--- src/rtl/ppoll_pkg.sv ---
package ppoll_pkg;
  localparam int DIO_W  = 8;
  localparam int LINE_W = $clog2(DIO_W);
  localparam int CFG_W  = LINE_W + 2;

  // configuration word, packed in local-write bit order
  typedef struct packed {
    logic              unconf;
    logic              sense;
    logic [LINE_W-1:0] line;
  } ppcfg_t;

  localparam logic [7:0] CMD_UNCONF = 8'h15;
  localparam logic [3:0] GRP_ENABLE = 4'h6;
  localparam logic [3:0] GRP_DISABLE = 4'h7;
endpackage

--- src/rtl/ppoll_cfg_reg.sv ---
module ppoll_cfg_reg
  import ppoll_pkg::*;
(
  input  logic         clk,
  input  logic         rst_n,
  input  logic         cfg_wr,
  input  logic [7:0]   cfg_wdata,
  input  logic         cmd_valid,
  input  logic [7:0]   cmd_byte,
  input  logic         ppcs,
  output ppcfg_t       cfg_q
);
  ppcfg_t cfg_d;
  logic   cfg_en;
  logic   hit_enable, hit_disable, hit_unconf;

  always_comb begin
    hit_unconf  = cmd_valid && (cmd_byte == CMD_UNCONF);
    hit_enable  = cmd_valid && ppcs && (cmd_byte[7:4] == GRP_ENABLE);
    hit_disable = cmd_valid && ppcs && (cmd_byte[7:4] == GRP_DISABLE);
    cfg_d  = cfg_q;
    cfg_en = 1'b0;
    if (cfg_wr) begin
      cfg_d  = ppcfg_t'(cfg_wdata[CFG_W-1:0]);
      cfg_en = 1'b1;
    end else if (hit_enable) begin
      cfg_d.unconf = 1'b0;
      cfg_d.sense  = cmd_byte[LINE_W];
      cfg_d.line   = cmd_byte[LINE_W-1:0];
      cfg_en       = 1'b1;
    end else if (hit_disable || hit_unconf) begin
      cfg_d.unconf = 1'b1;
      cfg_en       = 1'b1;
    end
  end

  always_ff @(posedge clk or negedge rst_n) begin
    if (!rst_n)      cfg_q <= '0;
    else if (cfg_en) cfg_q <= cfg_d;
  end
endmodule

--- src/rtl/ppoll_ist_src.sv ---
module ppoll_ist_src (
  input  logic clk,
  input  logic rst_n,
  input  logic ist_sel,
  input  logic ist_set,
  input  logic ist_clr,
  input  logic srq_state,
  input  logic srq_active,
  output logic ist_eff
);
  logic sw_q, sw_d, sw_en;

  always_comb begin
    sw_en = ist_set || ist_clr;
    sw_d  = ist_set;
  end

  always_ff @(posedge clk or negedge rst_n) begin
    if (!rst_n)     sw_q <= 1'b0;
    else if (sw_en) sw_q <= sw_d;
  end

  always_comb ist_eff = ist_sel ? (srq_state && srq_active) : sw_q;
endmodule

--- src/rtl/ppoll_drive.sv ---
module ppoll_drive
  import ppoll_pkg::*;
(
  input  logic             clk,
  input  logic             rst_n,
  input  ppcfg_t           cfg,
  input  logic             ist_eff,
  input  logic             atn,
  input  logic             eoi,
  output logic [DIO_W-1:0] dio_drive,
  output logic             oc_mode
);
  logic             idy, take_part;
  logic [DIO_W-1:0] sel_mask, drive_d;

  always_comb begin
    idy       = atn && eoi;
    take_part = idy && !cfg.unconf && (ist_eff == cfg.sense);
  end

  for (genvar i = 0; i < DIO_W; i++) begin : g_line
    always_comb sel_mask[i] = (cfg.line == LINE_W'(i));
  end

  always_comb drive_d = take_part ? sel_mask : '0;

  always_ff @(posedge clk or negedge rst_n) begin
    if (!rst_n) begin
      dio_drive <= '0;
      oc_mode   <= 1'b0;
    end else begin
      dio_drive <= drive_d;
      oc_mode   <= idy;
    end
  end
endmodule

--- src/rtl/ppoll_responder.sv ---
module ppoll_responder
  import ppoll_pkg::*;
(
  input  logic             clk,
  input  logic             rst_n,
  input  logic             cfg_wr,
  input  logic [7:0]       cfg_wdata,
  input  logic             cmd_valid,
  input  logic [7:0]       cmd_byte,
  input  logic             ppcs,
  input  logic             ist_sel,
  input  logic             ist_set,
  input  logic             ist_clr,
  input  logic             srq_state,
  input  logic             srq_active,
  input  logic             atn,
  input  logic             eoi,
  output logic [DIO_W-1:0] dio_drive,
  output logic             oc_mode
);
  ppcfg_t cfg_q;
  logic   ist_eff;

  ppoll_cfg_reg u_cfg (
    .clk(clk), .rst_n(rst_n), .cfg_wr(cfg_wr), .cfg_wdata(cfg_wdata),
    .cmd_valid(cmd_valid), .cmd_byte(cmd_byte), .ppcs(ppcs), .cfg_q(cfg_q)
  );

  ppoll_ist_src u_ist (
    .clk(clk), .rst_n(rst_n), .ist_sel(ist_sel), .ist_set(ist_set),
    .ist_clr(ist_clr), .srq_state(srq_state), .srq_active(srq_active),
    .ist_eff(ist_eff)
  );

  ppoll_drive u_drv (
    .clk(clk), .rst_n(rst_n), .cfg(cfg_q), .ist_eff(ist_eff),
    .atn(atn), .eoi(eoi), .dio_drive(dio_drive), .oc_mode(oc_mode)
  );
endmodule

--- config.mk ---
export PLATFORM = sky130hd
export DESIGN_NAME = ppoll_responder
export DESIGN_NICKNAME = d
export VERILOG_FILES = /design/src/rtl/ppoll_pkg.sv /design/src/rtl/ppoll_cfg_reg.sv /design/src/rtl/ppoll_ist_src.sv /design/src/rtl/ppoll_drive.sv /design/src/rtl/ppoll_responder.sv
export SDC_FILE = /design/constraint.sdc
export NUM_CORES = 1
export LEC_CHECK = 0
export CAP_MARGIN = 0
export CORE_UTILIZATION = 30
export CTS_CLUSTER_DIAMETER = 100
export DETAILED_ROUTE_END_ITERATION = 6
export PLACE_DENSITY_LB_ADDON = 0.12
export SYNTH_ARGS = -nofsm -noshare
export SYNTH_HDL_FRONTEND = slang
export SYNTH_SLANG_ARGS = --single-unit
--- constraint.sdc ---
create_clock -name clk -period 3.5 [get_ports clk]
set_clock_uncertainty 0.1 [all_clocks]
set_input_delay 0.35 -clock clk [delete_from_list [all_inputs] [get_ports clk]]
set_output_delay 0.35 -clock clk [all_outputs]
set_load 0.005 [all_outputs]
==> results.md <==
- Final hold vios: 0
- Clock Latency Late Sink: 280 ps
- Logic gate share of total power: 19.2%
- Maxcap violations: 0
- Max IR drop VDD: 0.0001784 V
- Most frequent cell after synthesis: dfrtp_1
- Relative slew slack: 57.44%
- CTS tree: yes
- Post-synth EDFFs: 0
- Clock slew at reported path FFs: 80 ps
- Pleak: 0.4371 nW
- Leading area contributor after synthesis: dfrtp_1
- Worst Reg-to-Reg Cells: 3
- Switching share of power: 24.45%
- FP Rows: 17
- Hold slack final: 358.1 ps
- Highest Signal Layer: met4
- Kind of critical path: in -> reg
- Main combinational cell family by area after synthesis: simple AND/OR/NAND/NOR gates
- Crit path time final: 1803 ps
- Critical path launch point type: input port
- Slew Viols, Final: 0
- Mapped Area: 738.2 um^2
- Setup violators final: 0
- Post-synth ARST share: 100.0%
- Clock power frac: 27.3%
- Crit-path max FO: 3
- Drt total wl: 1462 um
- CTS buffer count: 3
- Tcrit/Tclk final: 51.51%
- Yosys reg bits: 15
- Met1 wire length: 608 um
- CP arrival: 1920 ps
- Die footprint: 0.002663 mm^2
- Final ANT Viol Nets: 0
- Mux contribution to synthesized area: 0%
- Layout cells sized above 1: 5.714%
- Largest net degree at the start of global routing: 16
- GR Overflow Total: 0
- Met3 wire length: 76 um
- Via Count: 687
- XOR/XNOR Fraction of Synth Area: 0%
- Via density: 5.165
- Min-delay worst type: in -> async
- Synth Area in Adders: 0%
- Chip Height: 51.61 um
- Wire per inst: 10.99 um
- Reg power frac: 53.4%
- Net Count, Synth: 97
- Seq/Total Area, Yosys: 50.85%
- Slew at the pin closest to its max-slew limit: 636.4 ps
- RSZ-0062 raised after global routing: no
- Routed wl met2: 718 um
- DP Wirelength: 1219 um
- F_max: 0.5547 GHz
- Layout area overhead: 52.54%
- Critical Path Sink Type: register
- Synth top area cells: dfrtp_1 51%, nand3b_1 5.1%, a2111oi_0 4.7%
- Power Dens Cells: 311.5 mW/mm^2
- First-pass GRT wire length: 2449 um
- Area of the core: 0.002276 mm^2
- Most frequent cells after synthesis: 15 x dfrtp_1, 6 x a21oi_1, 5 x nand3b_1
- Starting density of the core: 32.44%
- Cells after synthesis: 69
- GRT Overall Usage: 12.63%
- Final TNS setup: 0 ps
- Ys flop type: dfrtp_1
- Die width: 51.61 um
- Clock sinks: 15
- YS warnings: 0
- DRT Pass-1 Iters: 3
- Internal: 0.2650 mW
- Post-synthesis compound-gate area fraction: 22.20%
- PortBufs: 33
- PostCTS Resize Cnt: 0
- Io pins: 37
- Initial antenna violation count: 0
- Tot Pwr: 0.3508 mW
- P_sw: 0.08578 mW
- Synth unique cells: 26
- Hold-fix buffers, CTS: 0
- Simple-Gate Fraction of Synth Area: 24.41%
- FILL cells: 224
- Gp weighted congestion: 0.8246
- Ant. Diodes: 0
- Fin nets: 134
- Max Buffers Root-to-Sink: 2
- DRC viols: 0
- Post-CTS setup buffers: 0
- Syn Area/Cell: 10.70 um^2
- Yosys top cell area share: 50.85%
- DR iter-0 viols: 3
- H-tree depth: 1
- CTS root buf: clkbuf_4
- Req. time, crit path: 3610 ps
- Vias in the first global route: 625
- Status: completed
-- sequential cells by signal, summed over array words and instances, names as in the netlist --
name / flops
u_drv.dio_drive: 8
u_cfg.cfg_q: 5
u_drv.oc_mode: 1
u_ist.sw_q: 1
-- worst max-delay path: stages --
cell             delay [ps]
clkdlybuf4s50_1         430
or4b_1                  520
or4_1                   490
a21oi_1                 130
-- final timing paths --
path / to / slack (ps) / start
setup / recovery: u_cfg.cfg_q[4] / 1700 / cmd_byte[5]
hold / removal: u_drv.dio_drive[5] / 360 / rst_n
setup reg to reg: u_drv.dio_drive[1] / 1800 / u_cfg.cfg_q[4]
hold reg to reg: u_ist.sw_q / 400 / u_ist.sw_q
max in group asynchronous: u_cfg.cfg_q[0] / 2530 / rst_n
min in group clk: u_ist.sw_q / 400 / u_ist.sw_q
-- cell families after synthesis --
logic type             count (synthesis)
flip-flops                            15
buffers and inverters                  5
AO/OA/AOI/OAI                         22
AND/OR/NAND/NOR                       27
-- routing by layer --
metal	global-route usage, %	up-vias
met4	9.459	0
met3	2.632	7
met2	21.86	29
met1	13.35	304
met5	0	-
li1	-	347
-- stage by stage --
step	cells	cell area, um^2	worst slack [ps]	util, %
detailed placement	129	1100	1392	48.32
finish	133	1126	1697	49.48
global route	133	1126	1631	49.48
floorplan	69	738.2	1905	-
global placement	129	1100	1420	48.32
CTS	133	1126	1690	49.48
-- cell type report --
class	count	area [um^2]	area share, %
Inverter	4	15.01	1.333
Sequential cell	15	375.4	33.33
Clock buffer	4	26.28	2.333
Tap cell	28	35.03	3.111
Multi-Input combinational cell	49	344.1	30.56
Timing Repair Buffer	33	330.3	29.33
-- layout by cell type, fill, tap and decap left out, types with 2 or more instances in the layout --
master           synthesis  layout
nor2b_1                  4       4
clkdlybuf4s50_1          0      33
o31ai_1                  4       4
clkbuf_4                 0       3
nand2b_1                 3       3
inv_1                    4       4
nor4_1                   2       2
dfrtp_1                 15      15
a41oi_1                  4       4
nand2_1                  2       2
a21oi_1                  6       6
a2111oi_0                4       4
nor3_1                   2       2
nand3b_1                 5       5
-- power groups by stage --
stage	logic [mW]	registers, mW	clock network [mW]
after detailed placement	0.0681	0.191	0
after CTS	0.0683	0.188	0.0996
final	0.0674	0.187	0.0959
after global placement	0.0672	0.191	0
after floorplan	0.0276	0.190	0
after global routing	0.0749	0.189	0.106
Note: power is estimated with default switching activity, not from simulation.
